`config.mk`:
```
export PLATFORM = sky130hd
export DESIGN_NAME = ctl_bulk_arb
export DESIGN_NICKNAME = d
export VERILOG_FILES = /design/src/rtl/ctl_bulk_arb.sv
export SDC_FILE = /design/constraint.sdc
export NUM_CORES = 1
export LEC_CHECK = 0
export BUFFER_PORTS_ARGS = -buffer_cell sky130_fd_sc_hd__buf_2
export CELL_PAD_IN_SITES_DETAIL_PLACEMENT = 1
export CELL_PAD_IN_SITES_GLOBAL_PLACEMENT = 1
export CORE_AREA = 5 5 42 44
export CTS_BUF_LIST = sky130_fd_sc_hd__clkbuf_8 sky130_fd_sc_hd__clkbuf_16
export CTS_CLUSTER_DIAMETER = 30
export DETAILED_ROUTE_END_ITERATION = 6
export DIE_AREA = 0 0 47 49
export PLACE_DENSITY = 0.56
export SLEW_MARGIN = 10
export SYNTH_ARGS = -nofsm -noshare
export SYNTH_HDL_FRONTEND = slang
export SYNTH_SLANG_ARGS = --single-unit
```
`constraint.sdc`:
```
create_clock -name clk -period 3.2 [get_ports clk]
set_input_delay 0 -clock clk [delete_from_list [all_inputs] [get_ports clk]]
set_output_delay 0 -clock clk [all_outputs]
set_load 0.01 [all_outputs]
```
`src/rtl/ctl_bulk_arb.sv`:
```
module ctl_bulk_arb #(
  parameter int RATIO_W = 2
) (
  input  logic               clk,
  input  logic               rst_n,
  input  logic [RATIO_W-1:0] ratio,
  input  logic               ctl_empty,
  input  logic               blk_empty,
  input  logic               req,
  input  logic               ctl_done,
  input  logic               blk_done,
  input  logic               frame_tick,
  output logic               dec_vld,
  output logic               dec_blk,
  output logic               dec_none
);
  localparam int CNT_MAX = 1 << RATIO_W;
  localparam int CNT_W   = $clog2(CNT_MAX + 1);

  logic [CNT_W-1:0] cnt;
  logic             ratio_met, pick_none, pick_blk;

  assign ratio_met = cnt > CNT_W'(ratio);
  assign pick_none = ctl_empty & blk_empty;
  assign pick_blk  = ~pick_none & (ctl_empty | (~blk_empty & ratio_met));

  always_ff @(posedge clk) begin
    if (!rst_n)
      cnt <= '0;
    else if (blk_done)
      cnt <= '0;
    else if (ctl_done && cnt != CNT_W'(CNT_MAX))
      cnt <= cnt + 1'b1;
  end

  always_ff @(posedge clk) begin
    if (!rst_n) begin
      dec_vld  <= 1'b0;
      dec_blk  <= 1'b0;
      dec_none <= 1'b0;
    end else begin
      dec_vld  <= req;
      dec_blk  <= req & pick_blk;
      dec_none <= req & pick_none;
    end
  end

  logic unused_tick;
  assign unused_tick = frame_tick;
endmodule


```
Yosys cells after proc, flatten, opt, wreduce, memory -nomap -nowiden. Cells that the tools add are included. W data, S select, Z words.

Register bits: 6. Input bits: 10. Output and inout port bits: 3.

$add $sub $neg: 1. Order comparisons: 1. Equality and inequality tests: 1. Bitwise logic cells: 9. Reductions and logical operators: 2.

Operators by type and width (number): $and A1 B1 Y1 (5); $add A3 B1 Y3 const B (1); $gt A3 B2 Y1 (1); $ne A3 B3 Y1 const B (1); $not A1 Y1 (3); $reduce_or A2 Y1 (1); $logic_and A1 B1 Y1 (1); $or A1 B1 Y1 (1).

Longest topological paths before layout. Gate-level depths: netlist of the first run.

Depth after elaboration: 5. Mapped depth: 5. Mapped depth without buffers: 5.

Least setup slack after synthesis of the first run. OpenSTA, ideal clock, no wires.

Kind: register -> register. Start point: reg cnt[1]. End point: reg dec_blk. Library setup time: 122 ps. Arrival: 1094 ps. Data required time: 3078 ps. Slack: 1984 ps. Cell stages (with the launch flop): 5. Path buffers: 0. Cell sequence: dfxtp_1 -> ha_1 -> nor2b_1 -> a2bb2oi_1 -> o311a_1.

Cells in the longest elaborated chain, start to end: 5.

Ends and longest elaborated chain: start: declaration (RTL line 20) `logic [CNT_W-1:0] cnt;`; start signal: assignment (RTL line 33) `cnt <= cnt + 1'b1;`; $gt A3 B2 Y1 (RTL line 23) `assign ratio_met = cnt > CNT_W'(ratio);`; $and A1 B1 Y1 (RTL line 25) `assign pick_blk = ~pick_none & (ctl_empty | (~blk_empty & ratio_met));`; $or A1 B1 Y1 (RTL line 25); $and A1 B1 Y1 (RTL line 25); $and A1 B1 Y1 (RTL line 43) `dec_blk <= req & pick_blk;`; end signal: assignment (RTL line 43); end: declaration (RTL line 14) `output logic dec_blk,`.

No other way between the ends. A chain may end at the register's enable or synchronous reset.

Worst setup path after layout of the first run. Ends and elaborated chain as after synthesis.

==> results of run 1 <==
## through the flow
step	hold WS [ns]	worst slack (ns)	power (mW)
finish	0.01495	1.919	0.2127
global route	0.02140	1.796	0.2249
CTS	0.01268	1.895	0.2184
detailed placement	0.2462	1.913	0.09996
global placement	0.2536	1.935	0.09908
floorplan	0.1459	1.984	0.09067
## synthesized netlist by cell type, drive strengths merged
library cell | number | area share
dfxtp | 6 | 0.42
ha | 4 | 0.17
inv | 4 | 0.052
nor2 | 2 | 0.026
a21boi | 1 | 0.039
a21oi | 1 | 0.017
a2bb2oi | 1 | 0.031
and2 | 1 | 0.022
and3 | 1 | 0.022
and4b | 1 | 0.035
mux2i | 1 | 0.035
nand2b | 1 | 0.022
nor2b | 1 | 0.022
nor3 | 1 | 0.017
o311a | 1 | 0.035
xnor2 | 1 | 0.031
## area by class of cell
cell class / instances / area [sq um] / area share
Multi-Input combinational cell: 18 / 151.4 / 0.3758
Timing Repair Buffer: 11 / 55.05 / 0.1366
Tap cell: 16 / 20.02 / 0.04969
Clock buffer: 3 / 41.29 / 0.1025
Inverter: 4 / 15.01 / 0.03727
Sequential cell: 6 / 120.1 / 0.2981
## power groups by stage
stage	Combinational [mW]	Sequential, mW	Clock (mW)
floorplan	0.0101	0.0805	0
global placement	0.0192	0.0799	0
detailed placement	0.0200	0.0799	0
CTS	0.0204	0.0788	0.119
global route	0.0222	0.0791	0.124
finish	0.0197	0.0788	0.114
## worst max-delay path: cells and delay by family (launching register included)
family	cells	cell delay, ns
compound gates	2	0.41
flops	1	0.32
fa+ha+maj	1	0.30
simple gates	1	0.14
## cell families (layout without fill, tap and decap cells)
group                    count (synthesis)  after routing  synth area share
AND/OR/NAND/NOR                          8              8            0.1660
buffers and inverters                    4             18           0.05239
multiplexers                             1              1           0.03494
flip-flops                               6              6            0.4192
AO/OA/AOI/OAI                            4              4            0.1223
adder cells (fa/ha/maj)                  4              4            0.1747
XOR/XNOR                                 1              1           0.03057
## state kept, by name, indices dropped and copies added, names as in the netlist
signal,cells
dec_none,1
dec_blk,1
cnt,3
dec_vld,1
## per-layer routing
metal / share of wire / track usage
met1: 0.38 / 0.07285
met2: 0.43 / 0.09729
met3: 0.17 / 0.06273
met4: 0.012 / 0.04147
met5: 0 / 0
## worst paths after layout
kind	to	slack, ns	cells past startpoint
worst max register to register	dec_blk$_SDFF_PN0_	1.92	4
worst min register to register	cnt[1]$_SDFFE_PP0P_	0.55	2
worst min-delay path	dec_none$_SDFF_PN0_	0.01	2
worst max-delay path	dec_blk$_SDFF_PN0_	1.92	4
==> flow_metrics.py, run 1 <==
metrics = {
    "run_status": {
        "status": "finished clean",
    },
    "yosys": {
        "synth-seq-area-share": 0.4192,
        "syn_nets": 42,
        "synth.distinct_cells": 16,
        "syn-instance-count": 28,
        "synth_seq_cells": 6,
        "synth_warnings": 0,
        "syn_area_per_cell_sq_um": 10.23,
        "synth_area_sq_um": 286.5,
    },
    "timing": {
        "finClkSkew_ns": 0.001360,
        "slew_headroom": 0.8942,
        "min_period_ns": 1.281,
        "timing.fmax_mhz": 780.4,
        "worst_pin_slew_ns": 0.1577,
        "setup_viol": 0,
        "finalMaxSlewViolations": 0,
        "hold_violations": 0,
        "period_share": 0.4004,
        "rsz0062_at_grt": "false",
        "fin_tns_setup_ns": 0,
    },
    "clock_tree": {
        "cts_tree": "yes",
        "cts_resized": 0,
        "clk_latency_ns": 0.22,
        "postCtsSetupBuffers": 0,
        "clock_sinks": 6,
        "cts_hold_buffers": 0,
        "clk_pin_slew_ns": 0.04,
        "cts-root-buf": "clkbuf_8",
        "ctsHtreeMaxLevel": 1,
        "cts.path.max_buffers": 2,
        "numCtsBuffers": 3,
    },
    "detailed_routing": {
        "vias": 248,
        "drc": 0,
        "drt-pass1-iter-count": 2,
        "avgViaCountPerCell": 4.276,
        "antenna_left": 0,
        "wl_per_cell_um": 11.34,
        "routed_wl_um": 658,
        "drt_iter0_drc": 2,
    },
    "final_layout": {
        "final_cells": 58,
        "nets": 58,
        "drive_gt1_frac": 0.3571,
        "final_area_sq_um": 402.9,
        "fillers": 178,
        "utilization": 0.2875,
        "num_antenna_cells": 0,
        "most-common-layout-cells": "buf_2, dfxtp_1, inv_1, ha_1, clkbuf_8",
        "final_common_cell": "buf_2",
        "syn2layout_area_growth_pct": 40.61,
    },
    "pwr": {
        "powerDensity_nw_per_um2": 527.9,
        "p_switching_uw": 43.51,
        "p_clk_frac": 0.537,
        "leakage_nw": 0.2078,
        "p_comb_frac": 0.093,
        "ir_worst_vdd_mv": 0.2525,
        "p_sw_frac": 0.2046,
        "p_int_uw": 169.2,
        "power_frac_seq": 0.371,
    },
    "placement": {
        "place_congestion": 0.6957,
        "place.detailed.hpwl_um": 548.9,
        "io_buffers": 11,
        "placedCellCount": 55,
        "dpl_cell_area_sq_um": 361.6,
    },
    "global_route": {
        "grt_usage": 0.07193,
        "grt_max_degree": 5,
        "overflow": 0,
        "grt_pass1_wl_um": 1110,
        "grt_pass1_vias": 272,
        "antenna_found_initial": 0,
    },
    "setup_path": {
        "r2r_start": "cnt[1]$_SDFFE_PP0P_",
        "arrival_ns": 1.39,
        "crit_path_end_kind": "flop",
        "critPathKind": "reg -> reg",
        "worstPathCellList": "ha_1, nor2b_1, a2bb2oi_1, o311a_1",
        "cp-start-kind": "flop",
        "cpPeakStageDelay_ns": 0.32,
        "cp-startpoint": "cnt[1]$_SDFFE_PP0P_",
        "crit_fanout": 4,
        "cpMaxStageDelayCell": "dfxtp_1",
        "worstPathRequired_ns": 3.31,
    },
    "floorplan": {
        "start_util": 0.2045,
        "dieArea_sq_um": 2303,
        "rows": 14,
        "die_w_um": 47,
        "die_y_um": 49,
        "pin_count": 13,
        "coreArea_sq_um": 1401,
    },
    "flow_run": {
        "maxCapViolCount": 0,
    },
    "min_path": {
        "min-delay-path-class": "in -> reg",
        "min_from": "blk_empty",
    },
}
(Power assumes the default switching activity.)
==> run 2, diff against run 1 <==
clock period = 1.3 ns   (was 3.2 ns; I/O delays follow)
==> run 2 against run 1 <==
  * Worst setup slack got worse by 1.8 ns
  * Global-route usage unchanged
  * Maximum frequency up 7.6%
  * Critical path depth unchanged
  * Worst hold slack got worse by 0.0065 ns
  * Non-clock buffer count grew 2
  * Largest cell class unchanged
  * Utilization up 2.1 points
  * Largest power group unchanged
  * Sequential power up 140%
  * Register-to-register slack lost 1.8 ns
  * Combinational power grew to 2.8 times the previous value
  * Routed wire length grew 4.9%
  * Count of clock-buffer cells in the layout did not move
==> flow_metrics.py, run 2 (synthesis gave the netlist of run 1 again) <==
metrics = {
    "final_layout": {
        "syn2layout_area_growth_pct": 50.65,
        "fillers": 179,
        "num_antenna_cells": 0,
        "final_common_cell": "buf_2",
        "most-common-layout-cells": "buf_2, dfxtp_1, inv_1, ha_1, clkbuf_8",
        "largest_reg_flops": 3,
        "nets": 60,
        "drive_gt1_frac": 0.4318,
        "top_register": "cnt",
    },
    "global_route": {
        "grt_pass1_vias": 244,
        "grt_max_degree": 5,
        "use_met2": 0.08145,
        "met3_usage": 0.06273,
        "use_met1": 0.07506,
        "grt_pass1_wl_um": 1069,
        "antenna_found_initial": 0,
        "overflow": 0,
        "top_usage_layer": "met2",
        "grt_usage": 0.07193,
    },
    "detailed_routing": {
        "drt_iter0_drc": 0,
        "avgViaCountPerCell": 4.317,
        "drc": 0,
        "wl_per_cell_um": 11.50,
        "antenna_left": 0,
        "drt-pass1-iter-count": 1,
        "routed_wl_um": 690,
        "vias": 259,
    },
    "pwr": {
        "p_switching_uw": 119.3,
        "powerDensity_nw_per_um2": 1252,
        "leakage_nw": 0.2180,
        "power_frac_seq": 0.357,
        "ir_worst_vdd_mv": 0.5993,
        "p_clk_frac": 0.542,
        "p_comb_frac": 0.101,
        "fin_total_pwr_uw": 540.2,
        "p_sw_frac": 0.2209,
        "p_int_uw": 420.9,
    },
    "clock_tree": {
        "cts_hold_buffers": 0,
        "ctsHtreeMaxLevel": 1,
        "clock_sinks": 6,
        "numCtsBuffers": 3,
        "cts_resized": 0,
        "clk_latency_ns": 0.23,
        "cts.path.max_buffers": 2,
        "cts-root-buf": "clkbuf_8",
        "clk_pin_slew_ns": 0.04,
        "cts_tree": "yes",
        "postCtsSetupBuffers": 0,
    },
    "floorplan": {
        "pin_count": 13,
        "die_w_um": 47,
        "coreArea_sq_um": 1401,
        "start_util": 0.2045,
        "die_y_um": 49,
        "dieArea_sq_um": 2303,
        "rows": 14,
    },
    "timing": {
        "finalMaxSlewViolations": 0,
        "finClkSkew_ns": 0.00008450,
        "slew_headroom": 0.8939,
        "period_share": 0.9165,
        "rsz0062_at_grt": "false",
        "timing.fmax_mhz": 839.3,
        "hold_violations": 0,
        "whs_ns": 0.008425,
        "min_period_ns": 1.191,
        "fin_tns_setup_ns": 0,
        "setup_viol": 0,
        "worst_pin_slew_ns": 0.1582,
    },
    "setup_path": {
        "critPathKind": "reg -> reg",
        "cpMaxStageDelayCell": "dfxtp_2",
        "cp-start-kind": "flop",
        "cp_top_family": "compound AO/OA/AOI/OAI gates",
        "worstPathRequired_ns": 1.41,
        "worstPathCellList": "ha_4, nor2b_1, a2bb2oi_1, o311a_1",
        "crit_path_end_kind": "flop",
        "arrival_ns": 1.30,
        "crit_fanout": 3,
        "cpPeakStageDelay_ns": 0.35,
        "critPathBufInv": 0,
    },
    "run_status": {
        "status": "finished clean",
    },
    "flow_run": {
        "maxCapViolCount": 0,
    },
    "min_path": {
        "min-delay-path-class": "in -> reg",
    },
    "placement": {
        "place.detailed.hpwl_um": 524,
        "io_buffers": 11,
        "place_congestion": 0.7013,
    },
}
[run 2: cell count changes in the layout (fill, tap and decap cells not counted), sizes merged]
cell  delta
buf      +2
[run 2: per-stage QoR]
step | utilization | setup slack [ns] | instance area (sq um) | std cells
final | 0.3080 | 0.1086 | 431.7 | 60
after global routing | 0.3080 | 0.009659 | 431.7 | 60
after CTS | 0.2982 | 0.04154 | 417.9 | 60
after detailed placement | 0.2688 | 0.05548 | 376.6 | 57
after global placement | 0.2688 | 0.05651 | 376.6 | 57
after floorplan | - | 0.08435 | 286.5 | 28
[run 2: final cells by class]
cell class | instances | area, sq um | area share
Tap cell | 16 | 20.02 | 0.04638
Multi-Input combinational cell | 18 | 163.9 | 0.3797
Inverter | 4 | 15.01 | 0.03478
Clock buffer | 3 | 41.29 | 0.09565
Sequential cell | 6 | 121.4 | 0.2812
Timing Repair Buffer | 13 | 70.07 | 0.1623
[run 2: metal layers]
| metal | vias up | part of all wire |
|---|---|---|
| li1 | 127 | - |
| met1 | 114 | 0.36 |
| met2 | 15 | 0.43 |
| met3 | 3 | 0.17 |
| met4 | 0 | 0.035 |
| met5 | - | 0 |
[run 2: path summary, 6_finish.rpt]
check                   endpoint                start  slack [ns]  cells after the start
min reg2reg  cnt[2]$_SDFFE_PP0P_  cnt[2]$_SDFFE_PP0P_        0.55                      2
max           dec_blk$_SDFF_PN0_  cnt[1]$_SDFFE_PP0P_        0.11                      4
min          dec_none$_SDFF_PN0_            blk_empty       0.008                      2
max reg2reg   dec_blk$_SDFF_PN0_  cnt[1]$_SDFFE_PP0P_        0.11                      4
[run 2: worst reg2reg max path, cell delays in order, from the launching register on]
cell       delay [ns]
dfxtp_2          0.35
ha_4             0.20
nor2b_1          0.12
a2bb2oi_1        0.13
o311a_1          0.28
[run 2: power groups by stage]
stage	combinational (mW)	clock [mW]	sequential [mW]
2_1_floorplan	0.0250	0	0.198
3_3_place_gp	0.0516	0	0.196
3_5_place_dp	0.0527	0	0.196
4_1_cts	0.0534	0.314	0.193
5_1_grt	0.0624	0.316	0.194
6_report	0.0544	0.293	0.193
